## src/rtl/pwm_bank_pkg.sv

```systemverilog
package pwm_bank_pkg;

  // Channel windows are 32 bytes apart.
  localparam int CH_SHIFT = 5;

  localparam logic [CH_SHIFT-1:0] OFF_PRESCALE = 5'h00;
  localparam logic [CH_SHIFT-1:0] OFF_MODULUS  = 5'h04;
  localparam logic [CH_SHIFT-1:0] OFF_DUTY     = 5'h08;
  localparam logic [CH_SHIFT-1:0] OFF_ENABLE   = 5'h18;

  typedef enum logic [2:0] {
    SEL_NONE,
    SEL_PRESCALE,
    SEL_MODULUS,
    SEL_DUTY,
    SEL_ENABLE
  } reg_sel_e;

  // Exact match on the whole in-window offset; anything else is unmapped.
  function automatic reg_sel_e decode_offset(input logic [CH_SHIFT-1:0] off);
    case (off)
      OFF_PRESCALE: return SEL_PRESCALE;
      OFF_MODULUS:  return SEL_MODULUS;
      OFF_DUTY:     return SEL_DUTY;
      OFF_ENABLE:   return SEL_ENABLE;
      default:      return SEL_NONE;
    endcase
  endfunction

endpackage

```

## src/rtl/pwm_addr_decode.sv

```systemverilog
module pwm_addr_decode
  import pwm_bank_pkg::*;
#(
  parameter int NCH  = 4,
  parameter int CH_W = 2,
  parameter int ADDR_W = CH_SHIFT + CH_W
) (
  input  logic [ADDR_W-1:0] addr_i,
  output logic [CH_W-1:0]   ch_o,
  output reg_sel_e          sel_o,
  output logic              hit_o
);

  assign ch_o  = addr_i[ADDR_W-1:CH_SHIFT];
  assign sel_o = decode_offset(addr_i[CH_SHIFT-1:0]);

  generate
    if (NCH == (1 << CH_W)) begin : g_full
      assign hit_o = (sel_o != SEL_NONE);
    end else begin : g_partial
      assign hit_o = (sel_o != SEL_NONE) && (int'(ch_o) < NCH);
    end
  endgenerate

endmodule

```

## src/rtl/pwm_channel.sv

```systemverilog
module pwm_channel #(
  parameter int PS_W    = 8,
  parameter int MOD_W   = 8,
  parameter int DUTY_W  = 16,
  parameter int FIELD_W = 16
) (
  input  logic               clk_i,
  input  logic               rst_ni,
  input  logic               wr_ps_i,
  input  logic               wr_mod_i,
  input  logic               wr_duty_i,
  input  logic               wr_en_i,
  input  logic [FIELD_W-1:0] wdata_i,
  output logic [PS_W-1:0]    ps_o,
  output logic [MOD_W-1:0]   mod_o,
  output logic [DUTY_W-1:0]  duty_o,
  output logic               en_o,
  output logic               pwm_o
);

  // Staged (software-visible) and active (running) settings.
  logic [PS_W-1:0]   sh_ps_q, act_ps_q, ps_cnt_q;
  logic [MOD_W-1:0]  sh_mod_q, act_mod_q, per_cnt_q;
  logic [DUTY_W-1:0] sh_duty_q, act_duty_q;
  logic              en_q, pend_q;

  // Last count step of a period; a zero modulus ends the period at every step.
  function automatic logic last_step(input logic [MOD_W-1:0] cnt,
                                     input logic [MOD_W-1:0] m);
    return ({1'b0, cnt} + (MOD_W+1)'(1)) >= {1'b0, m};
  endfunction

  // Output level at a given count step.
  function automatic logic level_at(input logic [MOD_W-1:0]  cnt,
                                    input logic [MOD_W-1:0]  m,
                                    input logic [DUTY_W-1:0] d);
    if (m == '0) return 1'b0;
    return DUTY_W'(cnt) < d;
  endfunction

  // Named internal events.
  logic step_tick, period_end, stop_req, run, load;

  assign step_tick  = (ps_cnt_q == act_ps_q);
  assign period_end = en_q && step_tick && last_step(per_cnt_q, act_mod_q);
  assign stop_req   = wr_en_i && !wdata_i[0];
  assign run        = en_q && !stop_req;
  assign load       = pend_q && (!en_q || period_end);

  always_ff @(posedge clk_i or negedge rst_ni) begin
    if (!rst_ni) begin
      sh_ps_q    <= '0;
      sh_mod_q   <= '0;
      sh_duty_q  <= '0;
      act_ps_q   <= '0;
      act_mod_q  <= '0;
      act_duty_q <= '0;
      ps_cnt_q   <= '0;
      per_cnt_q  <= '0;
      en_q       <= 1'b0;
      pend_q     <= 1'b0;
    end else begin
      if (wr_ps_i)   sh_ps_q   <= wdata_i[PS_W-1:0];
      if (wr_mod_i)  sh_mod_q  <= wdata_i[MOD_W-1:0];
      if (wr_duty_i) sh_duty_q <= wdata_i[DUTY_W-1:0];
      if (wr_en_i)   en_q      <= wdata_i[0];

      if (wr_duty_i)  pend_q <= 1'b1;
      else if (load)  pend_q <= 1'b0;

      if (load) begin
        act_ps_q   <= sh_ps_q;
        act_mod_q  <= sh_mod_q;
        act_duty_q <= sh_duty_q;
      end

      if (!run) begin
        ps_cnt_q  <= '0;
        per_cnt_q <= '0;
      end else if (step_tick) begin
        ps_cnt_q  <= '0;
        per_cnt_q <= period_end ? '0 : per_cnt_q + MOD_W'(1);
      end else begin
        ps_cnt_q  <= ps_cnt_q + PS_W'(1);
      end
    end
  end

  assign ps_o   = sh_ps_q;
  assign mod_o  = sh_mod_q;
  assign duty_o = sh_duty_q;
  assign en_o   = en_q;
  assign pwm_o  = en_q && level_at(per_cnt_q, act_mod_q, act_duty_q);

  // ---------------- assertions ----------------
  assert_off_low_R4: assert property (@(posedge clk_i) disable iff (!rst_ni)
    !en_q |-> !pwm_o);

  assert_off_idle_R4: assert property (@(posedge clk_i) disable iff (!rst_ni)
    !en_q |-> (ps_cnt_q == '0 && per_cnt_q == '0));

  assert_cnt_bound_R5: assert property (@(posedge clk_i) disable iff (!rst_ni)
    (en_q && act_mod_q != '0) |-> (per_cnt_q < act_mod_q && ps_cnt_q <= act_ps_q));

  assert_start_high_R5: assert property (@(posedge clk_i) disable iff (!rst_ni)
    (en_q && per_cnt_q == '0 && act_mod_q != '0 && act_duty_q != '0) |-> pwm_o);

  assert_zero_low_R6: assert property (@(posedge clk_i) disable iff (!rst_ni)
    (act_duty_q == '0 || act_mod_q == '0) |-> !pwm_o);

  assert_full_high_R6: assert property (@(posedge clk_i) disable iff (!rst_ni)
    (en_q && act_mod_q != '0 && act_duty_q >= DUTY_W'(act_mod_q)) |-> pwm_o);

  assert_hold_midperiod_R8: assert property (@(posedge clk_i) disable iff (!rst_ni)
    (en_q && !period_end) |=> ($stable(act_ps_q) && $stable(act_mod_q) && $stable(act_duty_q)));

  assert_stop_now_R10: assert property (@(posedge clk_i) disable iff (!rst_ni)
    stop_req |=> (!pwm_o && ps_cnt_q == '0 && per_cnt_q == '0));

endmodule

```

## src/rtl/pwm_bank.sv

```systemverilog
module pwm_bank
  import pwm_bank_pkg::*;
#(
  parameter int NCH    = 4,
  parameter int PS_W   = 8,
  parameter int MOD_W  = 8,
  parameter int DUTY_W = 16,
  parameter int DATA_W = 32,
  localparam int CH_W   = (NCH > 1) ? $clog2(NCH) : 1,
  localparam int ADDR_W = CH_SHIFT + CH_W
) (
  input  logic              clk_i,
  input  logic              rst_ni,
  input  logic              bus_wr_i,
  input  logic              bus_rd_i,
  input  logic [ADDR_W-1:0] addr_i,
  input  logic [DATA_W-1:0] wdata_i,
  output logic [DATA_W-1:0] rdata_o,
  output logic [NCH-1:0]    pwm_o
);

  localparam int FIELD_W = (DUTY_W > PS_W) ? ((DUTY_W > MOD_W) ? DUTY_W : MOD_W)
                                           : ((PS_W > MOD_W) ? PS_W : MOD_W);

  logic [CH_W-1:0] ch;
  reg_sel_e        sel;
  logic            hit;

  pwm_addr_decode #(.NCH(NCH), .CH_W(CH_W), .ADDR_W(ADDR_W)) u_decode (
    .addr_i (addr_i),
    .ch_o   (ch),
    .sel_o  (sel),
    .hit_o  (hit)
  );

  wire unused_wdata_hi = ^wdata_i[DATA_W-1:FIELD_W];

  logic [PS_W-1:0]   rb_ps   [NCH];
  logic [MOD_W-1:0]  rb_mod  [NCH];
  logic [DUTY_W-1:0] rb_duty [NCH];
  logic [NCH-1:0]    rb_en;

  generate
    for (genvar i = 0; i < NCH; i++) begin : g_ch
      logic sel_ch;
      assign sel_ch = bus_wr_i && hit && (ch == CH_W'(i));

      pwm_channel #(
        .PS_W(PS_W), .MOD_W(MOD_W), .DUTY_W(DUTY_W), .FIELD_W(FIELD_W)
      ) u_chan (
        .clk_i     (clk_i),
        .rst_ni    (rst_ni),
        .wr_ps_i   (sel_ch && sel == SEL_PRESCALE),
        .wr_mod_i  (sel_ch && sel == SEL_MODULUS),
        .wr_duty_i (sel_ch && sel == SEL_DUTY),
        .wr_en_i   (sel_ch && sel == SEL_ENABLE),
        .wdata_i   (wdata_i[FIELD_W-1:0]),
        .ps_o      (rb_ps[i]),
        .mod_o     (rb_mod[i]),
        .duty_o    (rb_duty[i]),
        .en_o      (rb_en[i]),
        .pwm_o     (pwm_o[i])
      );
    end
  endgenerate

  always_comb begin
    rdata_o = '0;
    if (bus_rd_i && hit) begin
      for (int i = 0; i < NCH; i++) begin
        if (ch == CH_W'(i)) begin
          case (sel)
            SEL_PRESCALE: rdata_o = DATA_W'(rb_ps[i]);
            SEL_MODULUS:  rdata_o = DATA_W'(rb_mod[i]);
            SEL_DUTY:     rdata_o = DATA_W'(rb_duty[i]);
            SEL_ENABLE:   rdata_o = DATA_W'(rb_en[i]);
            default:      rdata_o = '0;
          endcase
        end
      end
    end
  end

  assert_unmapped_zero_R2: assert property (@(posedge clk_i) disable iff (!rst_ni)
    (bus_rd_i && !hit) |-> (rdata_o == '0));

  assert_quiet_rdata_R1: assert property (@(posedge clk_i) disable iff (!rst_ni)
    !bus_rd_i |-> (rdata_o == '0));

endmodule

```

## config.mk

```make
export PLATFORM = sky130hd
export DESIGN_NAME = pwm_bank
export DESIGN_NICKNAME = d
export VERILOG_FILES = /design/src/rtl/pwm_bank_pkg.sv /design/src/rtl/pwm_addr_decode.sv /design/src/rtl/pwm_channel.sv /design/src/rtl/pwm_bank.sv
export SDC_FILE = /design/constraint.sdc
export NUM_CORES = 1
export LEC_CHECK = 0
export ABC_AREA = 0
export BUFFER_PORTS_ARGS = -buffer_cell sky130_fd_sc_hd__buf_2
export CAP_MARGIN = 40
export CORE_ASPECT_RATIO = 1.1
export CORE_UTILIZATION = 35
export CTS_BUF_LIST = sky130_fd_sc_hd__clkbuf_16
export CTS_CLUSTER_DIAMETER = 80
export DETAILED_ROUTE_END_ITERATION = 6
export GPL_TIMING_DRIVEN = 0
export PLACE_DENSITY = 0.5
export SYNTH_ARGS = -nofsm -noshare
export SYNTH_HDL_FRONTEND = slang
export SYNTH_SLANG_ARGS = --single-unit
```

## constraint.sdc

```tcl
create_clock -name clk_i -period 2.75 [get_ports clk_i]
set_input_delay 0.275 -clock clk_i [delete_from_list [all_inputs] [get_ports clk_i]]
set_output_delay 0.275 -clock clk_i [all_outputs]
set_load 0.005 [all_outputs]
```

==> impl_metrics.csv <==
group,metric,value,unit
outcome,status,"complete, but fails checks",
outcome,violations,"setup timing",
timing,slew_headroom,0.3429,
synth,async_flop_share,1.000,
floorplan,die_h,258.8,microns
floorplan,io_pins,79,
pwr,irDropWorstVdd,371.5,uV
timing,max_freq,359.5,MHz
grt,grt-ovfl-total,0,
critical_path,worstSetupEndpointType,"flop",
route,final_antenna_net_count,0,
synth,ys.flop_type,"dfrtp_1",
timing,hold_violations,0,
hold_path,min_path_cells,2,
floorplan,die_x,235.4,microns
timing,fin_skew,0.01380,ns
synth,ys_top_cells_by_count,"dfrtp_1, clkbuf_1, nand2_1",
clock_network,cts_tree,"yes",
placement,place_ws,-0.6416,ns
synth,synth_cell_types,70,
clock_network,cts_made_buffers,42,
critical_path,cp.required,3.19,ns
critical_path,r2r_setup_slack,-0.03,ns
floorplan,die_area,60920,sq um
clock_network,cts_buffer_depth,3,
clock_network,path_clk_slew,0.06,ns
critical_path,cp_max_fo,7,
synth,synth-seq-cells,328,
timing,setup_viol,20,
synth,synth_seq_area_share,0.3912,
critical_path,cp_cell_sequence,"ha_4 > and4_4 > nand2_2 > or2_4 > nand2_4 > ha_4 > and3_4 > a221oi_4 > a21bo_4 > clkbuf_16 > o2111ai_2 > nand3_1",
pwr,p_total,10880,uW
placement,gp_congestion,0.9145,
timing,timing.hold.ws,0.02314,ns
route,drcViolationCount,0,
synth,syn_inst,2287,
route,dr.pass1.iters,6,
floorplan,start_util,0.3563,
grt,grt_pass1_wl,117900,microns
grt,antenna_found_initial,3,
timing,drv_slew,0,
synth,synth_most_common_cell,"dfrtp_1",
job,max_cap_violations,0,
floorplan,rows,93,
route,via_per_inst,6.062,
critical_path,crit_type,"flop to flop",
finish,final_util,0.4339,
route,routed_wl,77360,microns
route,drt-initial-drc-count,1659,
timing,fin_ws,-0.03177,ns
pwr,leakage,0.01040,uW
synth,synth_area_leader_cell,"dfrtp_1",
grt,grt_pass1_vias,19010,
critical_path,max_stage_delay,0.39,ns
critical_path,cpMaxStageDelayCell,"dfrtp_2",
placement,port_buffers,44,
finish,syn_to_final_growth,21.77,%
clock_network,numClockSinks,328,
route,num_vias,19690,
critical_path,reg2reg_depth,12,
timing,rsz0062_at_grt,"true",
synth,syn-mean-instance-area,9.173,sq um
critical_path,start_kind,"flop",
grt,grt_usage,0.2472,
synth,syn-cell-area,20980,sq um
clock_network,cts_root_buffer,"clkbuf_16",
route,wl_per_cell,23.81,microns
floorplan,core,58880,sq um
timing,period_share,1.012,
synth,synth-edff-count,0,
critical_path,worst_ep_arrival_time,3.22,ns
pwr,power_density,426.0,nW/um^2
placement,hpwlAfterDp,54160,microns
synth,post-synth-top-area-fraction,0.3912,
finish,drive_above_1_share,0.2311,
timing,period_needed,2.782,ns
hold_path,holdCritPathClass,"input pin to flop",
grt,grt_max_degree,111,
timing,fin_setup_tns,-0.3112,ns
synth,synth_warnings,0,
clock_network,clock_latency,0.58,ns
critical_path,crit_top_cell,"ha_4",
finish,layout.nets,2571,
timing,tightest_slew,0.9820,ns
clock_network,cts_htree_levels,2,
synth,synth_area_leaders,"dfrtp_1, mux2_2, nand3b_1, ha_1, nand4_1",
logic make-up after synthesis:
group / Yosys count / share of synthesized area
AO/OA/AOI/OAI: 549 / 0.1827
other: 1 / 0.0001788
flip-flops: 328 / 0.3912
AND/OR/NAND/NOR: 744 / 0.1963
buffers and inverters: 361 / 0.07055
adder cells (fa/ha/maj): 68 / 0.04056
XOR/XNOR: 77 / 0.03215
multiplexers: 159 / 0.08630
state kept, by name, summed over array words and instances (netlist names):
| register | flops |
|---|---|
| g_ch.u_chan.act_mod_q | 32 |
| g_ch.u_chan.en_o | 4 |
| g_ch.u_chan.duty_o | 64 |
| g_ch.u_chan.act_ps_q | 32 |
| g_ch.u_chan.ps_cnt_q | 32 |
| g_ch.u_chan.ps_o | 32 |
| g_ch.u_chan.per_cnt_q | 32 |
| g_ch.u_chan.act_duty_q | 64 |
| g_ch.u_chan.pend_q | 4 |
| g_ch.u_chan.mod_o | 32 |
per-stage QoR:
step / area (sq um) / std cells
2_1_floorplan: 21110 / 2302
3_3_place_gp: 22290 / 3106
3_5_place_dp: 22390 / 3110
4_1_cts: 24450 / 3215
5_1_grt: 25540 / 3248
6_report: 25550 / 3249
final timing paths:
path	startpoint	end
max in group asynchronous	rst_ni	g_ch[1].u_chan.per_cnt_q[2]
hold / removal	wdata_i[10]	g_ch[2].u_chan.duty_o[10]
hold reg to reg	g_ch[3].u_chan.ps_cnt_q[0]	g_ch[3].u_chan.ps_cnt_q[0]
setup reg to reg	g_ch[2].u_chan.per_cnt_q[1]	g_ch[2].u_chan.act_duty_q[11]
min in group asynchronous	rst_ni	g_ch[0].u_chan.ps_cnt_q[0]
setup / recovery	g_ch[2].u_chan.per_cnt_q[1]	g_ch[2].u_chan.act_duty_q[11]
placed cells by master (no fill, tap or decap), types with 10 or more instances in the layout:
cell	netlist	routed
dfrtp_1	328	306
inv_1	142	147
nand2_1	143	140
mux2_2	134	134
clkbuf_1	168	132
nand3b_1	129	129
nand4_1	125	125
o21ai_0	136	124
nand3_1	121	109
a31oi_1	101	100
buf_4	27	80
nor2_1	76	66
ha_1	68	61
buf_2	13	57
clkbuf_16	0	51
a21oi_1	54	49
o2111ai_2	0	49
xnor2_1	50	48
nor3_1	46	40
o221ai_1	38	36
o211ai_1	34	34
a311o_1	34	34
xor2_1	27	26
dfrtp_2	0	22
mux2i_1	20	20
conb_1	1	16
and3_1	20	15
nor2_2	9	14
a21o_1	14	14
buf_6	1	14
clkbuf_2	0	13
nand2b_1	12	12
o21ai_1	1	10
where the power goes:
group,internal [uW],switching (uW),leakage (uW)
Clock,3210,2280,0.000675
Sequential,4860,53.1,0.00454
Combinational,145,339,0.00518
Total,8210,2670,0.0104
area by class of cell:
class / count / area (sq um)
Antenna cell: 1 / 2.502
Buffer: 213 / 1120
Clock buffer: 45 / 1126
Clock inverter: 27 / 202.7
Fill cell: 5723 / 33330
Inverter: 142 / 533.0
Multi-Input combinational cell: 1615 / 12380
Sequential cell: 328 / 8235
Tap cell: 760 / 950.9
Timing Repair Buffer: 118 / 996.0
timing repair:
item	4_1_cts	5_1_grt
endpoints found under the setup margin	175	162
gates cloned	3	7
endpoints found under the hold margin	49	0
hold buffers	9	0
buffers inserted	27	26
resized for setup	123	169
pin swaps	15	63
metal layers:
metal	wire, microns	part of all wire	track usage	up-vias
met4	2180	0.028	0.07226	2
met2	36630	0.47	0.4109	708
met3	4259	0.055	0.03270	139
li1	-	-	-	8901
met5	11	0.00014	0	-
met1	34280	0.44	0.3352	9944
critical path: cells and delay by family (launching register included):
family	cells	cell delay, ns
buffers and inverters	1	0.19
AND/OR/NAND/NOR	6	0.87
adder cells (fa/ha/maj)	2	0.35
flip-flops	1	0.39
AO/OA/AOI/OAI	3	0.83
Note: power is estimated with default switching activity, not from simulation.
